<file path="src/rtl/alu_pkg.sv">
package alu_pkg;

    typedef enum logic [2:0] {
        OP_AND  = 3'b000,
        OP_OR   = 3'b001,
        OP_SUB  = 3'b010,
        OP_ADD  = 3'b011,
        OP_XOR  = 3'b100,
        OP_NOR  = 3'b101,
        OP_RSV0 = 3'b110,
        OP_RSV1 = 3'b111
    } alu_op_e;

    typedef enum logic [1:0] {
        PICK_AND = 2'b00,
        PICK_OR  = 2'b01,
        PICK_SUM = 2'b10,
        PICK_XOR = 2'b11
    } pick_e;

    typedef struct packed {
        logic  flip_a;
        logic  flip_b;
        pick_e pick;
        logic  low_carry;
    } alu_ctrl_t;

endpackage

</file>
<file path="src/rtl/alu_decoder.sv">
module alu_decoder
    import alu_pkg::*;
(
    input  logic [2:0] opcode,
    output alu_ctrl_t  ctrl
);

    always_comb begin
        ctrl = '{flip_a: 1'b0, flip_b: 1'b0, pick: PICK_AND, low_carry: 1'b0};
        case (alu_op_e'(opcode))
            OP_AND: ctrl.pick = PICK_AND;
            OP_OR:  ctrl.pick = PICK_OR;
            OP_ADD: ctrl.pick = PICK_SUM;
            OP_SUB: begin
                ctrl.pick      = PICK_SUM;
                ctrl.flip_b    = 1'b1;
                ctrl.low_carry = 1'b1;
            end
            OP_NOR: begin
                ctrl.pick   = PICK_AND;
                ctrl.flip_a = 1'b1;
                ctrl.flip_b = 1'b1;
            end
            OP_XOR: ctrl.pick = PICK_XOR;
            default: ctrl.pick = PICK_AND;
        endcase
    end

endmodule

</file>
<file path="src/rtl/alu_slice.sv">
module alu_slice
    import alu_pkg::*;
(
    input  logic  a_bit,
    input  logic  b_bit,
    input  logic  flip_a,
    input  logic  flip_b,
    input  pick_e pick,
    input  logic  c_in,
    output logic  x_out,
    output logic  y_out,
    output logic  r_out
);

    logic x_bit;
    logic y_bit;
    logic sum_bit;

    always_comb begin
        x_bit   = a_bit ^ flip_a;
        y_bit   = b_bit ^ flip_b;
        sum_bit = x_bit ^ y_bit ^ c_in;
        case (pick)
            PICK_AND: r_out = x_bit & y_bit;
            PICK_OR:  r_out = x_bit | y_bit;
            PICK_SUM: r_out = sum_bit;
            default:  r_out = x_bit ^ y_bit;
        endcase
    end

    assign x_out = x_bit;
    assign y_out = y_bit;

endmodule

</file>
<file path="src/rtl/alu_carry_chain.sv">
module alu_carry_chain #(
    parameter int WIDTH = 16
) (
    input  logic [WIDTH-1:0] x_vec,
    input  logic [WIDTH-1:0] y_vec,
    input  logic             c_low,
    output logic [WIDTH:0]   c_vec
);

    always_comb begin
        logic [WIDTH:0] c_tmp;
        c_tmp[0] = c_low;
        for (int i = 0; i < WIDTH; i++) begin
            c_tmp[i+1] = (x_vec[i] & y_vec[i]) |
                         (x_vec[i] & c_tmp[i]) |
                         (y_vec[i] & c_tmp[i]);
        end
        c_vec = c_tmp;
    end

endmodule

</file>
<file path="src/rtl/sliced_alu.sv">
module sliced_alu
    import alu_pkg::*;
#(
    parameter int WIDTH = 16
) (
    input  logic [WIDTH-1:0] a,
    input  logic [WIDTH-1:0] b,
    input  logic [2:0]       opcode,
    output logic [WIDTH-1:0] result,
    output logic             carry_out
);

    localparam int TOP = WIDTH;

    alu_ctrl_t        ctrl;
    logic [WIDTH-1:0] x_vec;
    logic [WIDTH-1:0] y_vec;
    logic [WIDTH:0]   c_vec;

    alu_decoder dec_i (
        .opcode (opcode),
        .ctrl   (ctrl)
    );

    for (genvar g = 0; g < WIDTH; g++) begin : g_slice
        alu_slice slice_i (
            .a_bit  (a[g]),
            .b_bit  (b[g]),
            .flip_a (ctrl.flip_a),
            .flip_b (ctrl.flip_b),
            .pick   (ctrl.pick),
            .c_in   (c_vec[g]),
            .x_out  (x_vec[g]),
            .y_out  (y_vec[g]),
            .r_out  (result[g])
        );
    end

    alu_carry_chain #(.WIDTH(WIDTH)) chain_i (
        .x_vec (x_vec),
        .y_vec (y_vec),
        .c_low (ctrl.low_carry),
        .c_vec (c_vec)
    );

    assign carry_out = (ctrl.pick == PICK_SUM) ? c_vec[TOP] : 1'b0;

endmodule

</file>
<file path="config.mk">
export PLATFORM = sky130hd
export DESIGN_NAME = sliced_alu
export DESIGN_NICKNAME = d
export VERILOG_FILES = /design/src/rtl/alu_pkg.sv /design/src/rtl/alu_decoder.sv /design/src/rtl/alu_slice.sv /design/src/rtl/alu_carry_chain.sv /design/src/rtl/sliced_alu.sv
export SDC_FILE = /design/constraint.sdc
export NUM_CORES = 1
export LEC_CHECK = 0
export BUFFER_PORTS_ARGS = -buffer_cell sky130_fd_sc_hd__buf_2
export CORE_AREA = 2 2 73 75
export DETAILED_ROUTE_END_ITERATION = 6
export DIE_AREA = 0 0 75 77
export PLACE_DENSITY = 0.66
export SYNTH_ARGS = -nofsm -noshare
export SYNTH_HDL_FRONTEND = slang
export SYNTH_SLANG_ARGS = --single-unit
</file>
<file path="constraint.sdc">
create_clock -name vclk -period 19.1
set_clock_uncertainty 0.05 [all_clocks]
set_input_delay 2.865 -clock vclk [all_inputs]
set_output_delay 2.865 -clock vclk [all_outputs]
set_load 0.05 [all_outputs]
</file>
==> flow_summary.toml <==
[grt]
grt_use_total_pct = 15.4
grt_pass1_vias = 1639
grt_max_degree = 38
grt_pass1_wl_um = 7380
antenna_found_initial = 0
overflow = 0

[placed_design]
dp_slack_ns = 4.85
place_congestion = 0.793
hpwl_um = 3310
port-buffer-count = 52

[synthesis]
synth_cell_types = 25
syn_inst = 251
synth_top_area_share_pct = 18.7
syn_area_sq_um = 2140
yosys.area.top_type = "ha_1"
synth.avg_cell_area_sq_um = 8.53
synth_common_cells = "32 x a21oi_1, 32 x ha_1, 30 x xnor2_1, 19 x buf_4, 18 x nor2_1"
seq_area_frac_synth_pct = 0
yosys_warnings = 0
synth_nets = 334
synth.area.top_cells = "ha_1 19%, fa_1 15%, xnor2_1 12%"

[detailed_routing]
drtIter0Drc = 50
routed_wl_um = 4310
vias = 1623
antenna_left = 0
post-route-drc-count = 0
vias_per_cell = 4.77
first_pass_iters = 4
routedWlPerCell_um = 12.7

[cts]
ctsResizeCount = 0
cts_setup_buffers = 0
cts_hold_buf = 0

[pwr]
leakagePower_nw = 1.08
ir_drop_mv = 0.0217
p_per_area_nw_per_um2 = 43.2

[die]
die_h_um = 77
core.rowCount = 26
die_w_um = 75
die_area_sq_um = 5780
core_area_sq_um = 4980
num_io_pins = 52
start_util_pct = 43.0

[sta]
final_hold_viol_count = 0
max_freq_mhz = 70.1
slew_headroom_pct = 46.9
tightest_slew_ns = 0.796
setup_viol = 0
min_period_ns = 14.26
setup_ws_ns = 4.84
finalCritPeriodShare_pct = 74.7
grt_setup_unrepaired = "no"
fin_setup_tns_ns = 0
slew_violations = 0

[layout]
ff_latch_area_sq_um = 0
drive_gt1_share_pct = 23.3
final_nets = 355
nClkBuffers = 0
syn_to_final_growth_pct = 4.91
nFlopsAndLatches = 0
antenna_cells = 0

[min_path]
hp-class = "input port to output pin"

[setup_path]
startpoint_type = "input port"
end_kind = "output pin"
cp_max_fo = 37
crit_type = "input port to output pin"
arrival_ns = 11.35
crit_required_ns = 16.19

[status]
outcome = "finished, final reports clean"

[job]
max-cap-violations = 0
-- critical path, stage by stage --
cell      delay [ns]
buf_2           0.46
nand3b_4        0.45
o21a_2          0.58
xnor2_1         0.23
fa_1            0.22
inv_1           0.05
fa_1            0.37
fa_1            0.39
fa_1            0.40
fa_1            0.39
fa_1            0.39
fa_1            0.39
fa_1            0.38
fa_1            0.39
fa_1            0.40
fa_1            0.39
fa_1            0.40
fa_1            0.39
fa_1            0.40
fa_1            0.41
fa_1            0.43
nor2b_1         0.12
o21bai_1        0.08
a21oi_1         0.11
buf_2           0.27
-- logic make-up (layout without fill, tap and decap cells) --
kind of cell	after synthesis	in the layout	synth area share, %
xor+xnor	48	48	21.7
compound gates	50	50	14.0
simple gates	54	54	15.9
fa+ha+maj	48	48	33.7
buf+inv	51	70	14.7
-- power breakdown --
| group | switching [mW] | total, mW | internal [mW] |
|---|---|---|---|
| clock network | 0 | 0 | 0 |
| registers | 0 | 0 | 0 |
| logic | 0.0625 | 0.0971 | 0.0346 |
| total | 0.0625 | 0.0971 | 0.0346 |
-- final timing paths --
path / start / to / cells after the start
min: opcode[2] / result[0] / 4
max: opcode[1] / result[15] / 25
-- through the flow --
stage	instances	total power [mW]	cell area, sq um	util, %	hold slack (ns)
after floorplan	251	0.0871	2140	-	6.00
after global placement	340	0.0966	2250	45.1	6.38
after detailed placement	340	0.0978	2250	45.1	6.38
after CTS	340	0.0983	2250	45.1	6.37
after global routing	340	0.109	2250	45.1	6.43
final	340	0.0971	2250	45.1	6.37
-- final cells by class --
cell class | count | area (sq um)
Fill cell | 501 | 2730
Multi-Input combinational cell | 200 | 1830
Timing Repair Buffer | 53 | 268
Tap cell | 70 | 87.6
Inverter | 17 | 63.8
-- layer usage --
| layer | track usage (%) | share of wire [%] | vias up |
|---|---|---|---|
| met1 | 19.5 | 42 | 765 |
| met5 | 0 | 0 | - |
| met3 | 0.920 | 4.2 | 0 |
| met4 | 0 | 0 | 0 |
| met2 | 29.6 | 53 | 32 |
| li1 | - | - | 826 |
-- layout by cell type, fill, tap and decap left out --
cell | Yosys | final
a21o_1 | 1 | 1
a21oi_1 | 32 | 32
buf_2 | 3 | 52
buf_4 | 19 | 1
fa_1 | 16 | 16
ha_1 | 32 | 32
inv_1 | 17 | 17
nand2_1 | 1 | 1
nand2b_1 | 1 | 1
nand3b_4 | 1 | 1
nor2_1 | 18 | 18
nor2b_1 | 15 | 15
nor3b_1 | 15 | 15
nor3b_4 | 1 | 1
o21a_2 | 0 | 1
o21bai_1 | 15 | 15
o21bai_2 | 1 | 1
or3b_1 | 2 | 2
xnor2_1 | 30 | 30
xnor2_2 | 2 | 2
xor2_1 | 12 | 12
xor2_2 | 4 | 4
Note: power is estimated with default switching activity, not from simulation.
